## src/rtl/mrp_dram_pkg.sv

```systemverilog
package mrp_dram_pkg;

    localparam int unsigned CELL_DEPTH = 16;
    localparam int unsigned CELL_AW    = 4;

    typedef enum logic {
        RD_COMB = 1'b0,
        RD_REGD = 1'b1
    } rd_kind_e;

    function automatic int unsigned addr_bits(input int unsigned depth);
        return $clog2(depth);
    endfunction

    function automatic bit depth_legal(input int unsigned depth);
        return (depth == 16) || (depth == 32) || (depth == 64);
    endfunction

    function automatic int unsigned cell_count(input int unsigned depth);
        return depth / CELL_DEPTH;
    endfunction

    function automatic rd_kind_e kind_of(input logic sel);
        return sel ? RD_REGD : RD_COMB;
    endfunction

endpackage

```

## src/rtl/mrp_dram_slice.sv

```systemverilog
module mrp_dram_slice #(
    parameter int WIDTH = 8
) (
    input  logic                                  clk,
    input  logic                                  rst,
    input  logic                                  we,
    input  logic [mrp_dram_pkg::CELL_AW-1:0]      waddr,
    input  logic [WIDTH-1:0]                      wdata,
    input  logic [mrp_dram_pkg::CELL_AW-1:0]      raddr,
    output logic [WIDTH-1:0]                      rdata
);
    import mrp_dram_pkg::*;

    logic [WIDTH-1:0] cells [CELL_DEPTH];

    always_ff @(posedge clk) begin
        if (we) begin
            cells[waddr] <= wdata;
        end
    end

    assign rdata = cells[raddr];

    // an enabled write is found in its cell one edge later
    a_r1_write_lands: assert property (@(posedge clk) disable iff (rst)
        we |=> cells[$past(waddr)] == $past(wdata));

endmodule

```

## src/rtl/mrp_dram_bank.sv

```systemverilog
module mrp_dram_bank #(
    parameter int DEPTH = 32,
    parameter int WIDTH = 8,
    localparam int AW   = mrp_dram_pkg::addr_bits(DEPTH)
) (
    input  logic             clk,
    input  logic             rst,
    input  logic             wr_en,
    input  logic [AW-1:0]    wr_addr,
    input  logic [WIDTH-1:0] wr_data,
    input  logic [AW-1:0]    rd_addr,
    output logic [WIDTH-1:0] rd_data
);
    import mrp_dram_pkg::*;

    localparam int NCELL = cell_count(DEPTH);
    localparam int SW    = (AW > CELL_AW) ? AW - CELL_AW : 1;

    logic [WIDTH-1:0] cell_rd [NCELL];
    logic [AW-1:0]    wr_hi_full;
    logic [AW-1:0]    rd_hi_full;
    logic [SW-1:0]    wr_sel;
    logic [SW-1:0]    rd_sel;

    assign wr_hi_full = wr_addr >> CELL_AW;
    assign rd_hi_full = rd_addr >> CELL_AW;
    assign wr_sel     = wr_hi_full[SW-1:0];
    assign rd_sel     = rd_hi_full[SW-1:0];

    for (genvar c = 0; c < NCELL; c++) begin : g_cell
        logic cell_we;
        assign cell_we = wr_en && (wr_sel == SW'(c));

        mrp_dram_slice #(.WIDTH(WIDTH)) u_slice (
            .clk   (clk),
            .rst   (rst),
            .we    (cell_we),
            .waddr (wr_addr[CELL_AW-1:0]),
            .wdata (wr_data),
            .raddr (rd_addr[CELL_AW-1:0]),
            .rdata (cell_rd[c])
        );
    end

    if (NCELL == 1) begin : g_single
        assign rd_data = cell_rd[0];
    end else begin : g_mux
        always_comb begin
            rd_data = '0;
            for (int c = 0; c < NCELL; c++) begin
                if (rd_sel == SW'(c)) begin
                    rd_data = cell_rd[c];
                end
            end
        end
    end

    // with the write port idle, a steady address keeps a steady word
    a_r2_idle_hold: assert property (@(posedge clk) disable iff (rst)
        !wr_en |=> ($stable(rd_addr) -> $stable(rd_data)));

endmodule

```

## src/rtl/mrp_dram_rd_stage.sv

```systemverilog
module mrp_dram_rd_stage #(
    parameter int WIDTH                  = 8,
    parameter mrp_dram_pkg::rd_kind_e KIND = mrp_dram_pkg::RD_COMB
) (
    input  logic             clk,
    input  logic             rst,
    input  logic [WIDTH-1:0] d,
    output logic [WIDTH-1:0] q
);
    import mrp_dram_pkg::*;

    if (KIND == RD_REGD) begin : g_reg
        logic [WIDTH-1:0] q_r;

        always_ff @(posedge clk) begin
            if (rst) begin
                q_r <= '0;
            end else begin
                q_r <= d;
            end
        end

        assign q = q_r;

        // registered port shows the value selected before the edge
        a_r5_reg_follows: assert property (@(posedge clk) disable iff (rst)
            !rst |=> q == $past(d));

        // reset drives the registered output to zero
        a_r6_reset_zero: assert property (@(posedge clk)
            rst |=> q == '0);
    end else begin : g_comb
        assign q = d;
    end

endmodule

```

## src/rtl/mrp_dram.sv

```systemverilog
module mrp_dram #(
    parameter int           DEPTH    = 32,
    parameter int           WIDTH    = 8,
    parameter int           NUM_RD   = 3,
    parameter logic [NUM_RD-1:0] RD_REG = 3'b010,
    parameter bit           PORT0_RW = 1'b1,
    localparam int          AW       = mrp_dram_pkg::addr_bits(DEPTH)
) (
    input  logic                    clk,
    input  logic                    rst,
    input  logic                    wr_en,
    input  logic [AW-1:0]           wr_addr,
    input  logic [WIDTH-1:0]        wr_data,
    input  logic [NUM_RD*AW-1:0]    rd_addr,
    output logic [NUM_RD*WIDTH-1:0] rd_data
);
    import mrp_dram_pkg::*;

    typedef struct packed {
        logic             en;
        logic [AW-1:0]    addr;
        logic [WIDTH-1:0] data;
    } wr_req_t;

    if (!depth_legal(DEPTH)) begin : g_bad_depth
        $error("mrp_dram: DEPTH must be 16, 32 or 64");
    end

    wr_req_t          wreq;
    logic [AW-1:0]    port_addr [NUM_RD];
    logic [WIDTH-1:0] raw_rd    [NUM_RD];

    assign wreq = '{en: wr_en, addr: wr_addr, data: wr_data};

    for (genvar k = 0; k < NUM_RD; k++) begin : g_port
        if (PORT0_RW && k == 0) begin : g_rw
            assign port_addr[k] = wreq.addr;
        end else begin : g_ro
            assign port_addr[k] = rd_addr[k*AW +: AW];
        end

        mrp_dram_bank #(.DEPTH(DEPTH), .WIDTH(WIDTH)) u_bank (
            .clk     (clk),
            .rst     (rst),
            .wr_en   (wreq.en),
            .wr_addr (wreq.addr),
            .wr_data (wreq.data),
            .rd_addr (port_addr[k]),
            .rd_data (raw_rd[k])
        );

        mrp_dram_rd_stage #(.WIDTH(WIDTH), .KIND(kind_of(RD_REG[k]))) u_stage (
            .clk (clk),
            .rst (rst),
            .d   (raw_rd[k]),
            .q   (rd_data[k*WIDTH +: WIDTH])
        );

        if (k > 0) begin : g_agree
            // copies read at a shared address hold the same word
            a_r7_copies_agree: assert property (@(posedge clk) disable iff (rst)
                (port_addr[k] == port_addr[0]) |-> (raw_rd[k] == raw_rd[0]));
        end
    end

endmodule

```

## config.mk

```make
export PLATFORM = sky130hd
export DESIGN_NAME = mrp_dram
export DESIGN_NICKNAME = d
export VERILOG_FILES = /design/src/rtl/mrp_dram_pkg.sv /design/src/rtl/mrp_dram_slice.sv /design/src/rtl/mrp_dram_bank.sv /design/src/rtl/mrp_dram_rd_stage.sv /design/src/rtl/mrp_dram.sv
export SDC_FILE = /design/constraint.sdc
export NUM_CORES = 1
export LEC_CHECK = 0
export BUFFER_PORTS_ARGS = -buffer_cell sky130_fd_sc_hd__buf_2
export CORE_ASPECT_RATIO = 0.5
export CORE_UTILIZATION = 35
export DETAILED_ROUTE_END_ITERATION = 12
export HOLD_SLACK_MARGIN = 0.15
export PLACE_DENSITY = 0.52
export SKIP_CTS_REPAIR_TIMING = 1
export SLEW_MARGIN = 25
export SYNTH_ARGS = -nofsm -noshare
export SYNTH_HDL_FRONTEND = slang
export SYNTH_SLANG_ARGS = --single-unit
export TNS_END_PERCENT = 30
```

## constraint.sdc

```tcl
create_clock -name clk -period 7.7 [get_ports clk]
set_input_delay 1.54 -clock clk [delete_from_list [all_inputs] [get_ports clk]]
set_output_delay 1.54 -clock clk [all_outputs]
set_load 0.05 [all_outputs]
```

# --- Yosys cells after proc, flatten, opt, wreduce, memory -nomap -nowiden ---
# Memory sizes are Yosys's and may differ from the RTL's.
# Index checks and enable logic that the tools add are counted.
word_totals:
  register_bits: 8
  mem_bits_rw: 768
  output_inout_bits: 24
  mem_count: 6
op_classes:
  n_mux: 7
  bitwise: 1
  n_reduce_logical: 2
mem_list:
  columns: ["memory", "words", "word_bits", "read_ports", "rd_clocked_by_memory_dff", "wr", "line", "text"]
  rows:
  - ["g_port[0].u_bank.g_cell[0].u_slice.cells", 16, 8, 1, 0, 1, "mrp_dram_slice.sv:14", "logic [WIDTH-1:0] cells [CELL_DEPTH];"]
  - ["g_port[0].u_bank.g_cell[1].u_slice.cells", 16, 8, 1, 0, 1, "mrp_dram_slice.sv:14", null]
  - ["g_port[1].u_bank.g_cell[0].u_slice.cells", 16, 8, 1, 0, 1, "mrp_dram_slice.sv:14", null]
  - ["g_port[1].u_bank.g_cell[1].u_slice.cells", 16, 8, 1, 0, 1, "mrp_dram_slice.sv:14", null]
  - ["g_port[2].u_bank.g_cell[0].u_slice.cells", 16, 8, 1, 0, 1, "mrp_dram_slice.sv:14", null]
  - ["g_port[2].u_bank.g_cell[1].u_slice.cells", 16, 8, 1, 0, 1, "mrp_dram_slice.sv:14", null]
op_table:
  columns: ["operator", "n"]
  rows:
  - ["8-bit 2-to-1 mux", 3]
  - ["1-bit 2-to-1 mux", 4]
  - ["1-bit logical AND", 2]
  - ["1-bit inverter", 1]

# --- Depth between registers and ports, before layout ---
# Gate-level depths: netlist (run 1).
logic_depth:
  depth_word: 4
  depth_mapped: 7
  ltp_nobuf: 4

# --- By module ---
# Synthesis (run 1) repeated with hierarchy kept, for this count alone.
unflattened:
  cells_unflattened: 1391
  hier_area_um2: 30685.7
by_module_without_submodules:
  columns: ["mod", "instances", "cells_each", "area_each_um2"]
  rows:
  - ["mrp_dram_slice", 6, 221, 4987.3]
  - ["mrp_dram_bank", 3, 11, 143.9]
  - ["mrp_dram_rd_stage (g_port[1].u_stage)", 1, 16, 210.2]
  - ["mrp_dram_rd_stage (g_port[0].u_stage ...)", 2, 8, 60.1]

# --- Least setup slack after synthesis (run 1) ---
# OpenSTA, ideal clock, no wires.
synth_timing:
  kind: "input -> output"
  startpoint: "input port rd_addr[10]"
  endpoint: "output port rd_data[16]"
  t_arrival_ps: 3421
  required_ps: 6160
  setup_slack_ps: 2739
  stages: 5
  n_path_buf: 2
  path_cell_list: "buf_2 > buf_2 > mux4_2 > mux4_2 > mux2_2"
synth_between:
  elab_chain_len: 2
  elab_cells_between_ends: 3
  cone_classes: "mux: 1; memory: 2"
synth_rtl:
  columns: ["item", "line", "text"]
  rows:
  - ["start, declared", "mrp_dram.sv:14", "input logic [NUM_RD*AW-1:0] rd_addr,"]
  - ["memory 16 x 8 bit", null, null]
  - ["8-bit 2-to-1 mux (*)", "mrp_dram_bank.sv:51", "if (rd_sel == SW'(c)) begin"]
  - ["end, declared", "mrp_dram.sv:15", "output logic [NUM_RD*WIDTH-1:0] rd_data"]
# Mark *: on every way between the ends. The rest lies on a longest branch, timed or not.

# --- Worst setup path in the final report (run 1) ---
layout_timing:
  startpoint: "input port wr_addr[0]"
  endpoint: "output port rd_data[2]"
layout_between:
  elab_chain_len: 2
  elab_cells_between_ends: 3
  cone_classes: "mux: 1; memory: 2"
layout_rtl:
  columns: ["item", "line", "text"]
  rows:
  - ["start, declared", "mrp_dram.sv:12", "input logic [AW-1:0] wr_addr,"]
  - ["memory 16 x 8 bit", null, null]
  - ["8-bit 2-to-1 mux (*)", "mrp_dram_bank.sv:51", null]
# Marked as above.

==> reports/qor.yml, run 1 <==
ir_drop_uv: 132.5
postSynth.asyncResetShare_pct: 0
grt.overflow.total: 0
via_per_inst: 6.287
ys_ff_latch: 264
syn-cell-area_sq_um: 14110
rsz0062_at_grt: "no"
syn_inst: 683
path_clk_slew_ns: 0.07
syn_nets: 714
hold_viol: 0
hold-worst-slack_ns: 0.9415
first_global_vias: 7642
synth_ff_type: "edfxtp_1"
synth_top_area_share_pct: 54.49
p_per_area_nw_per_um2: 214.7
finalWeightedCongestion: 0.8447
regToRegSetupSlack_ns: 5.78
setup_slack_ns: 1.817
min_period_ns: 5.883
final_util_pct: 40.02
drtAntennaViolNets: 0
die_h_microns: 144.0
cts-root-buf: "clkbuf_16"
top_layer_used: "met5"
drv_cap: 0
critPathMaxStageDelay_ns: 0.66
ys_warn_count: 0
wl_per_cell_microns: 33.29
clockBufferDepth: 3
initial_core_util_pct: 35.89
outcome: "finished clean"
slew_violations: 0
io_buffer_count: 49
total_power_mw: 3.378
syn_avg_cell_area_sq_um: 20.65
instances_no_fill: 1261
ys_top_cells_by_area: "edfxtp_1 54%, mux4_2 35%, mux2_2 1.5%, mux2i_1 1.5%, dfxtp_1 1.1%"
antenna_found_initial: 4
first_pass_iters: 5
dieArea_sq_um: 41160
wirelength_microns: 41980
areaGrowthSynthToFinish_pct: 11.51
grt_max_degree: 42
layout_commonest_cell: "edfxtp_1"
cp.required_ns: 6.16
wl_met2_microns: 17940
drc: 0
timing.rr.end: "g_port[1].u_stage.q[5]$_SDFF_PP0_"
totalNegativeSetupSlack_ns: 0
finalCritPeriodShare_pct: 76.40
vias: 7928
cp_max_fo: 39
drtIter0Drc: 1062
arrival_ns: 4.34
hold_end: "g_port[1].u_stage.q[2]$_SDFF_PP0_"
relSlewSlack_pct: 29.02
r2r-start: "g_port[1].u_bank.g_cell[1].u_slice.cells[14][5]$_DFFE_PP_"
met3WireLength_microns: 4137
h-tree-depth: 1
tightest_slew_ns: 1.061
layout_common_cells: "256 x edfxtp_1, 221 x mux4_2, 45 x buf_2"
post-place-ws_ns: 1.755
dpl_cell_area_sq_um: 14850
dp_hpwl_microns: 27980
startpoint_type: "input pin"
met1_length_microns: 19350
cts_sinks: 264
min_path_cells: 3
die_x_microns: 285.9
hp-class: "reg -> reg"
ys_seq_area_share_pct: 55.63
crit_slowest_cell: "buf_4"
synthDistinctLibCells: 27
num_io_pins: 55
clock.fmax_ghz: 0.1700
min_from: "g_port[1].u_bank.g_cell[1].u_slice.cells[1][2]$_DFFE_PP_"
core_sq_um: 39310
numCtsBuffers: 28
synth_edf_count: 256
path_delay_family: "multiplexers"
grt_usage_pct: 20.83
cts_tree: "built"
crit_chain: "buf_4 -> buf_4 -> mux4_2 -> mux4_2 -> mux2_2 -> buf_2"
endpoint_kind: "output port"
rows: 51
fin_nets: 741
clock_latency_ns: 0.56
crit_buf_inv: 3
rr_worst_depth: 4
synth_top_cell_by_area: "edfxtp_1"
power_leakage_nw: 4.866
stdcell_area_sq_um: 15730
place_inst: 1210
path_class: "in -> out"
drive_above_1_share_pct: 48.29
finClkSkew_ns: 0.01477
setup_viol_count_final: 0
antenna_cells: 0
grt_pass1_wl_microns: 59540
-- synth_stat cells (4+ instances only) --
library cell and instances:
nand2_1 12, mux4_2 221, mux2_2 19, and3_1 5
nor2_1 35, a22oi_1 8, edfxtp_1 256, mux2i_1 21
dfxtp_1 8, o211ai_1 5, buf_1 8, clkbuf_1 30
nor2b_1 6, nand3_1 4, a21oi_1 5, buf_2 20
-- layout make-up --
| class | instances | area [sq um] |
|---|---|---|
| clock buffers | 32 | 737.0 |
| clock inverters | 19 | 142.6 |
| fillers | 3513 | 23580 |
| multi-input cells | 355 | 5971 |
| flip-flops and latches | 264 | 7848 |
| well taps | 530 | 663.1 |
| repair buffers | 61 | 370.4 |
-- tightest hold or removal path, stage by stage, from the launching register on --
cell      delay [ns]
edfxtp_1        0.37
mux4_2          0.25
a22oi_1         0.10
a31oi_1         0.20
-- how the worst max path moves through the flow --
stage | to | cells after the start | slack [ns] | start
after global routing | rd_data[2] | 6 | 1.67 | wr_addr[0]
after CTS | rd_data[2] | 6 | 1.75 | wr_addr[0]
after detailed placement | rd_data[0] | 6 | 1.76 | wr_addr[0]
after global placement | rd_data[0] | 6 | 1.77 | wr_addr[0]
after floorplan | rd_data[16] | 5 | 2.74 | rd_addr[10]
final | rd_data[2] | 6 | 1.82 | wr_addr[0]
-- flip-flops by register name, indices dropped and copies added, names as in the netlist --
signal                              cells
g_port.u_bank.g_cell.u_slice.cells    256
g_port.u_stage.q                        8
-- metal layers --
layer	GRT usage, %	up-vias
met4	3.012	2
met3	4.317	38
met2	29.15	406
li1	-	3111
met5	0	-
met1	33.45	4371
-- kinds of logic after synthesis --
logic type             after synthesis  share of synthesized area [%]
flip-flops                         264                          55.63
buffers and inverters               64                          2.208
AO/OA/AOI/OAI                       24                          1.215
AND/OR/NAND/NOR                     67                          2.102
multiplexers                       264                          38.85
-- power breakdown --
group / leakage (nW) / internal, mW / switching [mW] / total [mW]
Clock: 0.434 / 0.749 / 0.586 / 1.34
Sequential: 2.37 / 1.60 / 0.0108 / 1.61
Combinational: 2.06 / 0.173 / 0.262 / 0.435
Total: 4.87 / 2.52 / 0.859 / 3.38
No activity file was read; power rests on OpenSTA's default activity.
==> run 2, diff against run 1 <==
--- a/config.mk
+++ b/config.mk
@@ -5,12 +5,13 @@
 export SDC_FILE = /design/constraint.sdc
 export NUM_CORES = 1
 export LEC_CHECK = 0
+export ABC_AREA = 1
 export BUFFER_PORTS_ARGS = -buffer_cell sky130_fd_sc_hd__buf_2
 export CORE_ASPECT_RATIO = 0.5
 export CORE_UTILIZATION = 35
 export DETAILED_ROUTE_END_ITERATION = 12
 export HOLD_SLACK_MARGIN = 0.15
-export PLACE_DENSITY = 0.52
+export PLACE_DENSITY = 0.54
 export SKIP_CTS_REPAIR_TIMING = 1
 export SLEW_MARGIN = 25
 export SYNTH_ARGS = -nofsm -noshare
==> constraint.sdc (replaced) <==
create_clock -name clk -period 5.4 [get_ports clk]
set_input_delay 1.08 -clock clk [delete_from_list [all_inputs] [get_ports clk]]
set_output_delay 1.08 -clock clk [all_outputs]
set_load 0.05 [all_outputs]
==> reports/qor.yml, run 2 <==
outcome: "finished clean"
first_pass_iters: 6
wirelength_microns: 60920
rows: 53
finalCritPeriodShare_pct: 82.16
synthTopCellsByCount: "956 x nand2_1, 373 x nand3_1, 256 x edfxtp_1, 59 x buf_2, 48 x nand4_1"
syn-cell-area_sq_um: 15450
synthDistinctLibCells: 25
cts_sinks: 264
ys_top_cells_by_area: "edfxtp_1 50%, nand2_1 23%, nand3_1 12%, nand4_1 1.9%, buf_2 1.9%"
drive_above_1_share_pct: 8.375
path_clk_slew_ns: 0.06
h-tree-depth: 1
tightest_slew_ns: 0.9882
p_int_mw: 3.524
totalNegativeSetupSlack_ns: 0
top_register: "g_port.u_bank.g_cell.u_slice.cells"
drc: 0
synth_top_cell_by_area: "edfxtp_1"
core_sq_um: 42770
hold_viol: 0
drv_cap: 0
ir_drop_uv: 265.9
yosys.area_share.simple_pct: 39.92
finClkSkew_ns: 0.009405
p_switching_mw: 1.470
grt_usage_pct: 26.84
first_global_vias: 12990
fin_nets: 2030
min_period_ns: 4.437
wl_per_cell_microns: 23.48
synth_compound_gate_area_share_pct: 3.207
finalWeightedCongestion: 0.9365
drtAntennaViolNets: 0
hold-worst-slack_ns: 0.8826
grt.overflow.total: 0
clock_latency_ns: 0.57
io_buffer_count: 49
clockBufferDepth: 3
synth_top_area_share_pct: 49.76
antenna_found_initial: 1
ys_warn_count: 0
path_class: "in -> out"
layout_commonest_cell: "nand2_1"
dieArea_sq_um: 45040
dpl_cell_area_sq_um: 16190
die_h_microns: 150.6
drtIter0Drc: 2227
muxShareOfSynthArea_pct: 0
synthXorXnorAreaFrac_pct: 0
largest_register_ffs: 256
swShare_pct: 29.43
cp_max_fo: 32
synth_edf_count: 256
postSynth.asyncResetShare_pct: 0
layout_common_cells: "956 x nand2_1, 373 x nand3_1, 256 x edfxtp_1"
slew_violations: 0
power_leakage_nw: 6.862
setup_viol_count_final: 0
via_per_inst: 5.634
p_per_area_nw_per_um2: 292.6
nFillCells: 4357
rsz0062_at_grt: "no"
post-place-ws_ns: 1.084
yosysMostFrequentCell: "nand2_1"
antenna_cells: 0
numCtsBuffers: 28
startpoint_type: "input pin"
arrival_ns: 3.36
setup_slack_ns: 0.9635
synth_fa_ha_area_share_pct: 0
num_io_pins: 55
grt_max_degree: 113
ys_seq_area_share_pct: 50.79
areaGrowthSynthToFinish_pct: 10.46
cts_tree: "built"
power.clock.fraction_pct: 38.3
p_comb_share_pct: 15.8
clock.fmax_ghz: 0.2254
hp-class: "reg -> reg"
dp_hpwl_microns: 37490
relSlewSlack_pct: 34.12
syn_nets: 2026
grt_pass1_wl_microns: 87980
cp.required_ns: 4.32
initial_core_util_pct: 36.12
cts-root-buf: "clkbuf_16"
stdcell_area_sq_um: 17070
synth_ff_type: "edfxtp_1"
syn_avg_cell_area_sq_um: 7.744
vias: 14620
ys_ff_latch: 264
endpoint_kind: "output port"
syn_inst: 1995
die_x_microns: 299.1
p_seq_share_pct: 45.9
synth_top_family_by_area: "simple AND/OR/NAND/NOR gates"
run 2: cell types whose count changed in the layout (fill, tap and decap cells not counted), moves of 27 or more:
| cell | before | now |
|---|---|---|
| nand4_1 | 1 | 48 |
| a21oi_1 | 5 | 39 |
| inv_1 | 0 | 27 |
| nor3_1 | 0 | 29 |
| nand3_1 | 4 | 373 |
| mux4_2 | 221 | 0 |
| buf_4 | 14 | 57 |
| nand2_1 | 12 | 956 |
run 2: final timing paths:
path / from / to / slack [ns] / depth (start not counted)
hold / removal: g_port[2].u_bank.g_cell[0].u_slice.cells[14][4]$_DFFE_PP_ / g_port[1].u_stage.q[4]$_SDFF_PP0_ / 0.88 / 6
hold reg to reg: g_port[2].u_bank.g_cell[0].u_slice.cells[14][4]$_DFFE_PP_ / g_port[1].u_stage.q[4]$_SDFF_PP0_ / 0.88 / 6
setup / recovery: rd_addr[11] / rd_data[22] / 0.96 / 11
setup reg to reg: g_port[1].u_bank.g_cell[1].u_slice.cells[4][0]$_DFFE_PP_ / g_port[1].u_stage.q[0]$_SDFF_PP0_ / 3.95 / 8
run 2: layout make-up:
cell class,instances,area (sq um),share of cell area [%]
Multi-Input combinational cell,1555,6678,39.13
Clock buffer,33,740.7,4.340
Clock inverter,16,123.9,0.7258
Tap cell,577,721.9,4.230
Timing Repair Buffer,111,794.5,4.655
Sequential cell,264,7848,45.98
Inverter,39,160.2,0.9384
run 2: per-stage QoR:
step | total power, mW | cells | util, %
floorplan | 2.813 | 1995 | -
global placement | 3.097 | 2545 | 37.85
detailed placement | 3.098 | 2545 | 37.85
CTS | 4.980 | 2594 | 39.87
global route | 5.128 | 2595 | 39.90
finish | 4.994 | 2595 | 39.90
run 2: cell families (layout without fill, tap and decap cells):
logic type | count (synthesis) | count (layout)
compound gates | 92 | 92
simple gates | 1463 | 1463
buf+inv | 176 | 199
flops | 264 | 264
run 2: power groups by stage:
stage          clock (mW)  combinational [mW]  sequential [mW]
6_report             1.91               0.788             2.29
5_1_grt              2.00               0.833             2.30
4_1_cts              1.92               0.764             2.29
3_5_place_dp            0               0.762             2.34
3_3_place_gp            0               0.761             2.34
2_1_floorplan           0               0.462             2.35
run 2: worst max-delay path: stages:
cell and delay [ns]:
buf_2 0.43, inv_2 0.42, buf_12 0.31, nand3_1 0.10
nand3_1 0.17, nand2_1 0.15, nand2_1 0.06, nand2_1 0.11
nand2_1 0.08, nand2_1 0.12, buf_2 0.28
run 2: routing by layer:
layer	up-vias	track usage, %	part of all wire [%]
li1	6728	-	-
met1	6933	40.23	44
met2	857	38.89	41
met3	101	5.455	12
met4	2	7.143	2.5
met5	-	0	0.021
==> run 3, diff against run 2 <==
--- a/config.mk
+++ b/config.mk
@@ -11,7 +11,7 @@
 export CORE_UTILIZATION = 35
 export DETAILED_ROUTE_END_ITERATION = 12
 export HOLD_SLACK_MARGIN = 0.15
-export PLACE_DENSITY = 0.54
+export PLACE_DENSITY = 0.52
 export SKIP_CTS_REPAIR_TIMING = 1
 export SLEW_MARGIN = 25
 export SYNTH_ARGS = -nofsm -noshare
==> constraint.sdc (replaced) <==
create_clock -name clk -period 4.26 [get_ports clk]
set_input_delay 0.852 -clock clk [delete_from_list [all_inputs] [get_ports clk]]
set_output_delay 0.852 -clock clk [all_outputs]
set_load 0.05 [all_outputs]
==> reports/qor.yml, run 3 (same netlist as run 2, synthesis figures left out) <==
h-tree-depth: 1
layout_commonest_cell: "nand2_1"
cts_sinks: 264
drv_cap: 0
rsz0062_at_grt: "no"
antenna_found_initial: 2
power_leakage_nw: 7.013
crit_slowest_cell: "buf_2"
first_global_vias: 13280
drtAntennaViolNets: 0
path_class: "in -> out"
setup_slack_ns: 0.4481
initial_core_util_pct: 36.12
cp.required_ns: 3.41
vias: 14720
endpoint_kind: "output port"
areaGrowthSynthToFinish_pct: 12.28
top_register: "g_port.u_bank.g_cell.u_slice.cells"
crit_chain: "buf_2 -> nand2_4 -> inv_4 -> buf_12 -> nand2_1 -> nand4_1 -> nand2_1 -> nand3_1 -> nor2_1 -> nor2_1 -> buf_2"
finalWeightedCongestion: 0.9277
antenna_cells: 0
grt_usage_pct: 27.51
r2r-start: "g_port[1].u_bank.g_cell[1].u_slice.cells[6][4]$_DFFE_PP_"
final_util_pct: 40.56
finClkSkew_ns: 0.01491
path_clk_slew_ns: 0.06
drtIter0Drc: 2174
clock.fmax_ghz: 0.2623
min_from: "rst"
cts_tree: "built"
regToRegSetupSlack_ns: 2.82
p_seq_share_pct: 45.6
rr_worst_depth: 8
hold_viol: 0
hold_end: "g_port[1].u_stage.q[3]$_SDFF_PP0_"
swShare_pct: 29.04
slew_violations: 0
dp_hpwl_microns: 38570
p_per_area_nw_per_um2: 367.7
outcome: "finished clean"
p_int_mw: 4.526
instances_no_fill: 2616
core_sq_um: 42770
largest_register_ffs: 256
finalCritPeriodShare_pct: 89.48
die_x_microns: 299.1
cts-root-buf: "clkbuf_16"
post-place-ws_ns: 0.5068
numCtsBuffers: 28
place_inst: 2565
grt_pass1_wl_microns: 90020
arrival_ns: 2.96
p_switching_mw: 1.852
fin_nets: 2049
num_io_pins: 55
ir_drop_uv: 255.3
critPathMaxStageDelay_ns: 0.32
first_pass_iters: 5
via_per_inst: 5.628
setup_viol_count_final: 0
min_period_ns: 3.812
stdcell_area_sq_um: 17350
min_path_cells: 4
p_comb_share_pct: 16.2
hold-worst-slack_ns: 0.6963
total_power_mw: 6.379
dpl_cell_area_sq_um: 16450
grt_max_degree: 141
timing.rr.end: "g_port[1].u_stage.q[4]$_SDFF_PP0_"
clock_latency_ns: 0.57
wl_per_cell_microns: 23.75
totalNegativeSetupSlack_ns: 0
drive_above_1_share_pct: 9.269
dieArea_sq_um: 45040
grt.overflow.total: 0
io_buffer_count: 49
layout_common_cells: "956 x nand2_1, 373 x nand3_1, 256 x edfxtp_1"
cp_max_fo: 31
relSlewSlack_pct: 37.80
wirelength_microns: 62140
drc: 0
startpoint_type: "input pin"
hp-class: "in -> reg"
die_h_microns: 150.6
tightest_slew_ns: 0.9329
clockBufferDepth: 3
rows: 53
power.clock.fraction_pct: 38.2
run 3: cell types whose count changed in the layout (fill, tap and decap cells not counted), sizes merged:
cell / change
buf: +19
clkbuf: +8
clkinv: -6
bufinv: -1
clkinvlp: +1
run 3: worst max-delay path, delay by kind of cell:
family                 cells  cell delay [ns]
AND/OR/NAND/NOR            7             0.96
buffers and inverters      4             1.11
run 3: worst max path at each step:
| stage | start | end | slack (ns) | cells past startpoint |
|---|---|---|---|---|
| finish | wr_addr[0] | rd_data[0] | 0.45 | 11 |
| CTS | wr_addr[0] | rd_data[2] | 0.50 | 11 |
| global route | wr_addr[1] | rd_data[4] | 0.39 | 12 |
| global placement | wr_addr[0] | rd_data[2] | 0.48 | 11 |
| detailed placement | wr_addr[0] | rd_data[2] | 0.51 | 11 |
| floorplan | wr_addr[0] | rd_data[7] | 1.08 | 10 |
run 3: power groups by stage:
stage / sequential [mW] / clock (mW) / combinational, mW
after floorplan: 2.98 / 0 / 0.586
after global placement: 2.96 / 0 / 0.998
after detailed placement: 2.96 / 0 / 0.999
after CTS: 2.91 / 2.46 / 1.00
after global routing: 2.91 / 2.56 / 1.09
final: 2.91 / 2.44 / 1.03
run 3: layout make-up:
class                   count  area (sq um)
fillers                  4326         25430
flip-flops and latches    264          7848
multi-input cells        1555          6663
repair buffers            130          1059
clock buffers              41         820.8
well taps                 577         721.9
inverters                  39         157.7
clock inverters            10         77.57
run 3: per-layer routing:
layer	track usage [%]	vias to the layer above	share of wire (%)
li1	-	6767	-
met1	41.50	6981	45
met2	39.33	882	41
met3	5.786	94	11
met4	7.372	0	2.6
met5	0	-	0
